===== src/rtl/can_ctrl_pkg.sv =====
package can_ctrl_pkg;

    typedef enum logic [1:0] {
        S_RUN        = 2'd0,
        S_BOFF_WAIT  = 2'd1,
        S_BOFF_COUNT = 2'd2
    } boff_state_e;

    localparam int DATA_W   = 16;
    localparam int ADDR_W   = 2;
    localparam int CTL_INIT = 0;
    localparam int CTL_IE   = 1;
    localparam int CTL_SIE  = 2;
    localparam int CTL_EIE  = 3;
    localparam int CTL_DAR  = 5;
    localparam int CTL_CCE  = 6;
    localparam int CTL_TEST = 7;

    localparam logic [7:0] CTL_RW_MASK = 8'hEF;
    localparam logic [7:0] CTL_RESET   = 8'h01;

    localparam logic [ADDR_W-1:0] ADR_CTRL = 2'd0;
    localparam logic [ADDR_W-1:0] ADR_STAT = 2'd1;
    localparam logic [ADDR_W-1:0] ADR_BT   = 2'd2;

endpackage


===== src/rtl/can_idle_counter.sv =====
module can_idle_counter #(
    parameter int RUN_LEN = 11,
    parameter int SEQ_CNT = 129
) (
    input  logic clk,
    input  logic rst_n,
    input  logic clear,
    input  logic count_en,
    input  logic bit_strobe,
    input  logic rx_recessive,
    output logic seq_all_done
);
    localparam int RUN_W = $clog2(RUN_LEN);
    localparam int SEQ_W = $clog2(SEQ_CNT);

    logic [RUN_W-1:0] run_q;
    logic [SEQ_W-1:0] seq_q;
    logic             run_last;
    logic             seq_last;
    logic             take;

    assign run_last     = (run_q == RUN_W'(RUN_LEN - 1));
    assign seq_last     = (seq_q == SEQ_W'(SEQ_CNT - 1));
    assign take         = count_en && bit_strobe;
    assign seq_all_done = take && rx_recessive && run_last && seq_last;

    always_ff @(posedge clk or negedge rst_n) begin
        if (!rst_n) begin
            run_q <= '0;
            seq_q <= '0;
        end else if (clear) begin
            run_q <= '0;
            seq_q <= '0;
        end else if (take) begin
            if (!rx_recessive) begin
                run_q <= '0;
            end else if (run_last) begin
                run_q <= '0;
                seq_q <= seq_last ? '0 : seq_q + SEQ_W'(1);
            end else begin
                run_q <= run_q + RUN_W'(1);
            end
        end
    end

    assert_run_bound_R5: assert property (@(posedge clk) disable iff (!rst_n)
        run_q <= RUN_W'(RUN_LEN - 1));

    assert_dominant_restart_R6: assert property (@(posedge clk) disable iff (!rst_n)
        (!clear && take && !rx_recessive) |=> (run_q == '0));

    assert_dominant_keeps_seq_R6: assert property (@(posedge clk) disable iff (!rst_n)
        (!clear && take && !rx_recessive) |=> $stable(seq_q));

    assert_no_strobe_hold_R6: assert property (@(posedge clk) disable iff (!rst_n)
        (!clear && !bit_strobe) |=> ($stable(seq_q) && $stable(run_q)));

endmodule


===== src/rtl/can_irq_merge.sv =====
module can_irq_merge (
    input  logic clk,
    input  logic rst_n,
    input  logic err_evt,
    input  logic stat_evt,
    input  logic err_en,
    input  logic stat_en,
    input  logic irq_en,
    input  logic clr_err,
    input  logic clr_stat,
    output logic err_pend,
    output logic stat_pend,
    output logic irq
);
    logic err_set;
    logic stat_set;

    assign err_set  = err_evt && err_en;
    assign stat_set = stat_evt && stat_en;

    always_ff @(posedge clk or negedge rst_n) begin
        if (!rst_n) begin
            err_pend  <= 1'b0;
            stat_pend <= 1'b0;
        end else begin
            err_pend  <= err_set  || (err_pend  && !clr_err);
            stat_pend <= stat_set || (stat_pend && !clr_stat);
        end
    end

    assign irq = irq_en && (err_pend || stat_pend);

    assert_err_set_wins_R10: assert property (@(posedge clk) disable iff (!rst_n)
        err_set |=> err_pend);

    assert_stat_set_wins_R10: assert property (@(posedge clk) disable iff (!rst_n)
        stat_set |=> stat_pend);

    assert_err_gated_R8: assert property (@(posedge clk) disable iff (!rst_n)
        (!err_en && !err_pend) |=> !err_pend);

    assert_stat_gated_R9: assert property (@(posedge clk) disable iff (!rst_n)
        (!stat_en && !stat_pend) |=> !stat_pend);

endmodule


===== src/rtl/can_ctrl_seq.sv =====
module can_ctrl_seq
    import can_ctrl_pkg::*;
#(
    parameter int RUN_LEN = 11,
    parameter int SEQ_CNT = 129,
    parameter int BT_W    = 16
) (
    input  logic        clk,
    input  logic        rst_n,
    input  logic        cpu_we,
    input  logic [1:0]  cpu_addr,
    input  logic [15:0] cpu_wdata,
    output logic [15:0] cpu_rdata,
    input  logic        ev_bus_off,
    input  logic        ev_warn_chg,
    input  logic        ev_tx_done,
    input  logic        ev_bus_err,
    input  logic        bit_strobe,
    input  logic        rx_bit,
    output logic [15:0] bt_cfg,
    output logic        bus_enable,
    output logic        bus_off_active,
    output logic        no_auto_retx,
    output logic        test_mode,
    output logic        irq
);
    boff_state_e     state_q;
    boff_state_e     state_d;
    logic [7:0]      ctrl_q;
    logic [BT_W-1:0] bt_q;
    logic            wr_ctrl;
    logic            wr_stat;
    logic            wr_bt;
    logic            boff_entry;
    logic            seq_done;
    logic            cnt_en;
    logic            cnt_clear;
    logic            err_pend;
    logic            stat_pend;
    logic            err_evt;
    logic            stat_evt;

    assign wr_ctrl    = cpu_we && (cpu_addr == ADR_CTRL);
    assign wr_stat    = cpu_we && (cpu_addr == ADR_STAT);
    assign wr_bt      = cpu_we && (cpu_addr == ADR_BT);
    assign boff_entry = ev_bus_off && (state_q == S_RUN);

    // Control word; a bus-off entry overrides the CPU on Init
    always_ff @(posedge clk or negedge rst_n) begin
        if (!rst_n) begin
            ctrl_q <= CTL_RESET;
        end else begin
            if (wr_ctrl) begin
                ctrl_q <= cpu_wdata[7:0] & CTL_RW_MASK;
            end
            if (boff_entry) begin
                ctrl_q[CTL_INIT] <= 1'b1;
            end
        end
    end

    // Bit-timing word, writable only with CCE and Init both set
    always_ff @(posedge clk or negedge rst_n) begin
        if (!rst_n) begin
            bt_q <= '0;
        end else if (wr_bt && ctrl_q[CTL_CCE] && ctrl_q[CTL_INIT]) begin
            bt_q <= cpu_wdata[BT_W-1:0];
        end
    end

    // State register
    always_ff @(posedge clk or negedge rst_n) begin
        if (!rst_n) begin
            state_q <= S_RUN;
        end else begin
            state_q <= state_d;
        end
    end

    // Next state
    always_comb begin
        state_d = state_q;
        unique case (state_q)
            S_RUN:        if (ev_bus_off)        state_d = S_BOFF_WAIT;
            S_BOFF_WAIT:  if (!ctrl_q[CTL_INIT]) state_d = S_BOFF_COUNT;
            S_BOFF_COUNT: if (seq_done)          state_d = S_RUN;
            default:                             state_d = S_RUN;
        endcase
    end

    // State-decoded outputs
    always_comb begin
        bus_off_active = 1'b1;
        cnt_en         = 1'b0;
        cnt_clear      = 1'b1;
        unique case (state_q)
            S_RUN:        bus_off_active = 1'b0;
            S_BOFF_WAIT:  bus_off_active = 1'b1;
            S_BOFF_COUNT: begin
                cnt_en    = 1'b1;
                cnt_clear = 1'b0;
            end
            default:      bus_off_active = 1'b1;
        endcase
    end

    assign bus_enable   = !ctrl_q[CTL_INIT] && !bus_off_active;
    assign no_auto_retx = ctrl_q[CTL_DAR];
    assign test_mode    = ctrl_q[CTL_TEST];
    assign bt_cfg       = 16'(bt_q);

    can_idle_counter #(
        .RUN_LEN (RUN_LEN),
        .SEQ_CNT (SEQ_CNT)
    ) u_idle (
        .clk          (clk),
        .rst_n        (rst_n),
        .clear        (cnt_clear),
        .count_en     (cnt_en),
        .bit_strobe   (bit_strobe),
        .rx_recessive (rx_bit),
        .seq_all_done (seq_done)
    );

    assign err_evt  = ev_warn_chg || boff_entry || seq_done;
    assign stat_evt = ev_tx_done || ev_bus_err;

    can_irq_merge u_irq (
        .clk       (clk),
        .rst_n     (rst_n),
        .err_evt   (err_evt),
        .stat_evt  (stat_evt),
        .err_en    (ctrl_q[CTL_EIE]),
        .stat_en   (ctrl_q[CTL_SIE]),
        .irq_en    (ctrl_q[CTL_IE]),
        .clr_err   (wr_stat && cpu_wdata[0]),
        .clr_stat  (wr_stat && cpu_wdata[1]),
        .err_pend  (err_pend),
        .stat_pend (stat_pend),
        .irq       (irq)
    );

    always_comb begin
        cpu_rdata = '0;
        unique case (cpu_addr)
            ADR_CTRL: cpu_rdata[7:0] = ctrl_q;
            ADR_STAT: cpu_rdata[2:0] = {bus_off_active, stat_pend, err_pend};
            ADR_BT:   cpu_rdata      = 16'(bt_q);
            default:  cpu_rdata      = '0;
        endcase
    end

    assert_boff_forces_init_R4: assert property (@(posedge clk) disable iff (!rst_n)
        boff_entry |=> (ctrl_q[CTL_INIT] && bus_off_active));

    assert_bus_quiet_R4: assert property (@(posedge clk) disable iff (!rst_n)
        bus_off_active |-> !bus_enable);

    assert_bt_protect_R3: assert property (@(posedge clk) disable iff (!rst_n)
        !(wr_bt && ctrl_q[CTL_CCE] && ctrl_q[CTL_INIT]) |=> $stable(bt_q));

    assert_no_early_exit_R7: assert property (@(posedge clk) disable iff (!rst_n)
        (state_q == S_BOFF_COUNT && !seq_done) |=> (state_q == S_BOFF_COUNT));

    assert_wait_holds_R7: assert property (@(posedge clk) disable iff (!rst_n)
        (state_q == S_BOFF_WAIT && ctrl_q[CTL_INIT]) |=> (state_q == S_BOFF_WAIT));

    assert_irq_gate_R11: assert property (@(posedge clk) disable iff (!rst_n)
        !ctrl_q[CTL_IE] |-> !irq);

endmodule


===== config.mk =====
export PLATFORM = sky130hd
export DESIGN_NAME = can_ctrl_seq
export DESIGN_NICKNAME = d
export VERILOG_FILES = /design/src/rtl/can_ctrl_pkg.sv /design/src/rtl/can_idle_counter.sv /design/src/rtl/can_irq_merge.sv /design/src/rtl/can_ctrl_seq.sv
export SDC_FILE = /design/constraint.sdc
export NUM_CORES = 1
export LEC_CHECK = 0
export BUFFER_PORTS_ARGS = -buffer_cell sky130_fd_sc_hd__buf_2
export CAP_MARGIN = 20
export CORE_MARGIN = 1.5
export CORE_UTILIZATION = 40
export DETAILED_ROUTE_END_ITERATION = 10
export PLACE_DENSITY = 0.65
export SLEW_MARGIN = 20
export SYNTH_ARGS = -nofsm -noshare
export SYNTH_HDL_FRONTEND = slang
export SYNTH_SLANG_ARGS = --single-unit

===== constraint.sdc =====
create_clock -name clk -period 3.08 [get_ports clk]
set_clock_uncertainty 0.2 [all_clocks]
set_input_delay 0.308 -clock clk [delete_from_list [all_inputs] [get_ports clk]]
set_output_delay 0.308 -clock clk [all_outputs]
set_load 0.005 [all_outputs]

After elaboration in Yosys (flattened, before gate mapping):

Index checks and enable logic that the tools add are counted.

* bits in registers: 39
* input bits: 27
* output and inout port bits: 37
* word-level logic and storage cells: 74

* $add $sub $neg: 2
* equality and inequality tests: 12
* muxes and demuxes: 20
* reduce and logical (&&, ||, !) cells: 32

Operator list (count)
* $mux W8: 6
* $logic_and A1 B1 Y1: 18
* $mux W4: 4
* $pmux W5 S2: 1
* $pmux W3 S3: 1
* $add A8 B1 Y8 const B: 1
* $eq A8 B8 Y1 const B: 1
* $ne A2 B2 Y1 const B: 4
* $logic_or A1 B1 Y1: 6
* $mux W2: 3
* $pmux W2 S3: 1
* $reduce_and A3 Y1: 2
* $add A4 B1 Y4 const B: 1
* $eq A2 B1 Y1 const B: 2
* $eq A2 B2 Y1 const B: 2
* $eq A4 B4 Y1 const B: 1
* $logic_not A2 Y1: 2
* $mux W1: 4
* $ne A2 B1 Y1 const B: 2
* $logic_not A1 Y1: 3
* $reduce_bool A2 Y1: 1

Longest topological paths before layout:

* word-level depth: 9
* mapped depth: 7
* gate-level depth less buffers: 6

Hierarchy:

From an unflattened synthesis, not the netlist that was laid out.

* cell total of the unflattened synthesis: 182
* area total of the unflattened synthesis: 2048.2 um2

By module, submodules not included
* can_ctrl_seq: times used 1, cells an instance 96, area each 1257.5 um2, sequential area each 626.9 um2
* can_idle_counter: times used 1, cells an instance 77, area each 700.7 um2, sequential area each 300.3 um2
* can_irq_merge: times used 1, cells an instance 9, area each 90.1 um2, sequential area each 50.0 um2

Least setup slack after synthesis:

No wires, ideal clock.

* kind: register to register
* start point: register u_idle.run_q[0]
* end point: register u_idle.seq_q[7]
* arrival time: 1.378 ns
* path slack: 1.429 ns
* stages on the path, launching flop included: 7
* buffers on the path: 0
* clock period less this slack: 1.651 ns
* cell sequence: dfrtp_1 > inv_1 > ha_1 > and3b_1 > a21oi_2 > or3_1 > a21oi_2

* word-level cells in the longest chain between the ends: 3

Ends and longest elaborated chain
* start, declared: RTL line can_idle_counter.sv:16 `logic [RUN_W-1:0] run_q;`
* start signal, assigned: RTL line can_idle_counter.sv:41 `run_q <= run_q + RUN_W'(1);`
* $eq A4 B4 Y1: RTL line can_idle_counter.sv:22 `assign run_last = (run_q == RUN_W'(RUN_LEN - 1));`
* $ne A2 B1 Y1 (no line)
* $reduce_and A3 Y1 (no line)
* end signal, assigned: RTL line can_idle_counter.sv:39 `seq_q <= seq_last ? '0 : seq_q + SEQ_W'(1);`
* end, declared: RTL line can_idle_counter.sv:17 `logic [SEQ_W-1:0] seq_q;`

Every way passes these cells.
A chain may end at the register's enable or synchronous reset.

Final worst setup path:

* start point: input cpu_addr[1]
* end point: output cpu_rdata[1]

* word-level cells in the longest chain between the ends: 2
* elaborated cells between the ends (all ways): 4

Ends and longest elaborated chain
* start, declared: RTL line can_ctrl_seq.sv:11 `input logic [1:0] cpu_addr,`
* $eq A2 B2 Y1 (tied with other cells): RTL line can_ctrl_seq.sv:145 `unique case (cpu_addr)`
* $pmux W3 S3 (*): RTL line can_ctrl_seq.sv:145
* end, declared: RTL line can_ctrl_seq.sv:13 `output logic [15:0] cpu_rdata,`

Mark *: on every way between the ends. The rest lies on a longest branch, timed or not.

==> flow_summary.toml <==
[power]
p_leak_nw = 1.19
finalPower_w = 0.00178
powerDensity_mw_per_mm2 = 711
peakVddDrop_mv = 0.398

[floorplan]
die_w_um = 73.5
core_area_mm2 = 0.00475
fp.dieH_um = 73.5
die_area_mm2 = 0.00540
start_util_pct = 41.8
row_count = 25
ioPinCount = 64

[logic_synthesis]
avgSynthCellArea_um2 = 11.0
synth_nets = 212
synth_flop_cell = "dfrtp_1"
async_reset_ff_share_pct = 100
yosys.area.top_type = "dfrtp_1"
synth_top_area_share_pct = 47.9
syn_area_mm2 = 0.00199
yosysWarnings = 0
synth-seq-cells = 39
synth_edf_count = 0
yosys-top-cells-area = "dfrtp_1, mux2_2, mux2i_1"
ys_types = 39
synthCells = 181
synth-seq-area-share_pct = 49.2

[clock_network]
clockBufferDepth = 2
cts_resized = 0
cts_buffers = 5
cts_tree = "yes"
cts_root_buf = "clkbuf_8"
insertion_delay_ns = 0.29
clkTransAtPathRegs_ns = 0.08
numClockSinks = 39
post_cts_buffers = 0
htreeDepth = 2
ctsHoldBuffers = 1

[sta]
slew_violations = 0
period_minus_slack_ns = 1.96
setup_viol = 0
setup_ws_ns = 1.12
tightest_slew_ns = 0.878
fmax_ghz = 0.511
hold_viol = 0
fin_setup_tns_ns = 0
rsz0062_at_grt = "false"
fin_crit_sh_pct = 63.5
maxSlewHeadroom_pct = 41.4

[global_routing]
grt_pass1_vias = 1417
globalRouteOverflowTotal = 0
grt_max_degree = 40
grt_pass1_wl_mm = 6.60
grt_antenna_before_repair = 0
grt_usage_pct = 16.0

[critical_path]
critPathSlowestCell = "nor2b_2"
cp_num_buf_inv = 2
crit_path_max_incr_delay_ns = 0.54
worst_path_dominant_cell_family = "simple AND/OR/NAND/NOR gates"
crit_path_frequent_cell = "buf_2"
setup.worst_path.class = "in2out"
worstSetupEndpointType = "output pin"
worstPathRequired_ns = 2.57
cp_data_arrival_time_ns = 1.45
cp-start-kind = "input pin"
path_cells = "buf_2, nor2b_2, nand2_1, o21ai_0, buf_2"
critPathMaxFanout = 13

[routing]
dr.first_iter.drc_count = 98
drtPass1Iterations = 4
ant_nets = 0
drt_drc_violations_left = 0
finalWirelength_mm = 4.16
wl_per_cell_um = 13.2
vias = 1576
viasPerCell = 5.02

[final_layout]
syn_to_final_growth_pct = 26.1
drive_above_1_share_pct = 41.3
finalNetCount = 277
stdcell_count = 314
fillers = 448
num_antenna_cells = 0

[status]
outcome = "completed"

[run]
maxCapViolCount = 0

[worst_hold_path]
hp-class = "in2reg"

[place]
place.gp.congestion = 0.784
dp_hpwl_mm = 3.02
place_inst = 305
portBuffers = 63
dp_slack_ns = 0.930
cells in the mapped netlist, drive strengths merged, types with 4 or more instances:
library cell  instances
a21oi                 7
and2                 11
inv                   5
dfrtp                38
nand2                14
nand3                 8
nor2                  9
buf                   4
mux2i                 8
mux2                 22
ha                    4
o21ai                16
sequential cells by signal, summed over array words and instances (netlist names):
signal           flops
ctrl_q               7
u_idle.seq_q         8
state_q              2
u_idle.run_q         4
bt_cfg              16
u_irq.err_pend       1
u_irq.stat_pend      1
cells by family after synthesis:
family,Yosys count,synth area share [%]
buf+inv,11,2.27
simple gates,64,19.2
compound gates,33,10.3
mux,30,16.5
flops,39,49.2
fa+ha+maj,4,2.52
power by group:
part / internal (W) / switching (W) / leakage (nW) / total, W
clock: 0.000323 / 0.000187 / 0.0644 / 0.000510
combinational: 0.000279 / 0.000217 / 0.639 / 0.000495
sequential: 0.000660 / 0.000115 / 0.486 / 0.000775
final timing paths:
kind	from	end	slack, ns	cells past startpoint
max in group asynchronous	rst_n	u_idle.seq_q[7]	1.67	2
worst max-delay path	cpu_addr[1]	cpu_rdata[1]	1.12	5
worst min-delay path	cpu_wdata[12]	bt_cfg[12]	0.04	2
worst min register to register	state_q[1]	state_q[0]	0.30	1
min in group asynchronous	rst_n	bt_cfg[12]	0.47	2
worst max register to register	u_idle.seq_q[0]	u_idle.seq_q[0]	1.25	6
metrics by stage:
step	util (%)	hold slack [ns]	area, um2
3_5_place_dp	49.6	0.276	2360
6_report	52.7	0.0359	2500
2_1_floorplan	-	-0.188	1990
5_1_grt	52.7	0.0400	2500
4_1_cts	52.7	0.0301	2500
3_3_place_gp	49.6	0.276	2360
cells in the final DEF, fill, tap and decap left out, types with 2 or more instances in the layout:
cell type | netlist | routed
a21o_1 | 2 | 2
a21oi_1 | 4 | 4
a21oi_2 | 3 | 3
and2_1 | 11 | 11
and3_1 | 2 | 2
buf_2 | 3 | 63
bufinv_16 | 0 | 2
clkbuf_8 | 0 | 5
dfrtp_1 | 38 | 38
ha_1 | 4 | 4
inv_1 | 5 | 5
mux2_2 | 22 | 22
mux2i_1 | 8 | 8
nand2_1 | 13 | 13
nand2b_1 | 2 | 2
nand3_1 | 8 | 8
nand4b_1 | 2 | 2
nor2_1 | 9 | 9
nor2b_1 | 2 | 2
nor3_1 | 2 | 2
nor3b_1 | 2 | 2
o21ai_0 | 16 | 16
o22ai_1 | 2 | 2
or3_1 | 3 | 3
final cells by class:
class	count	area, um2	area share (%)
sequential	39	977	39.0
multi-input combinational	131	963	38.5
timing repair buffer	64	325	13.0
tap	67	83.8	3.35
clock buffer	5	68.8	2.75
clock inverter	3	67.6	2.70
inverter	5	18.8	0.749
per-layer routing:
metal | part of all wire (%) | vias to the layer above | routed length (um) | track usage (%)
met1 | 44 | 748 | 1850 | 20.9
met4 | 1.7 | 0 | 70 | 5.56
met2 | 49 | 44 | 2020 | 25.4
li1 | - | 778 | - | -
met5 | 0 | - | 0 | 0
met3 | 5.3 | 6 | 219 | 4.66
(Power assumes the default switching activity.)
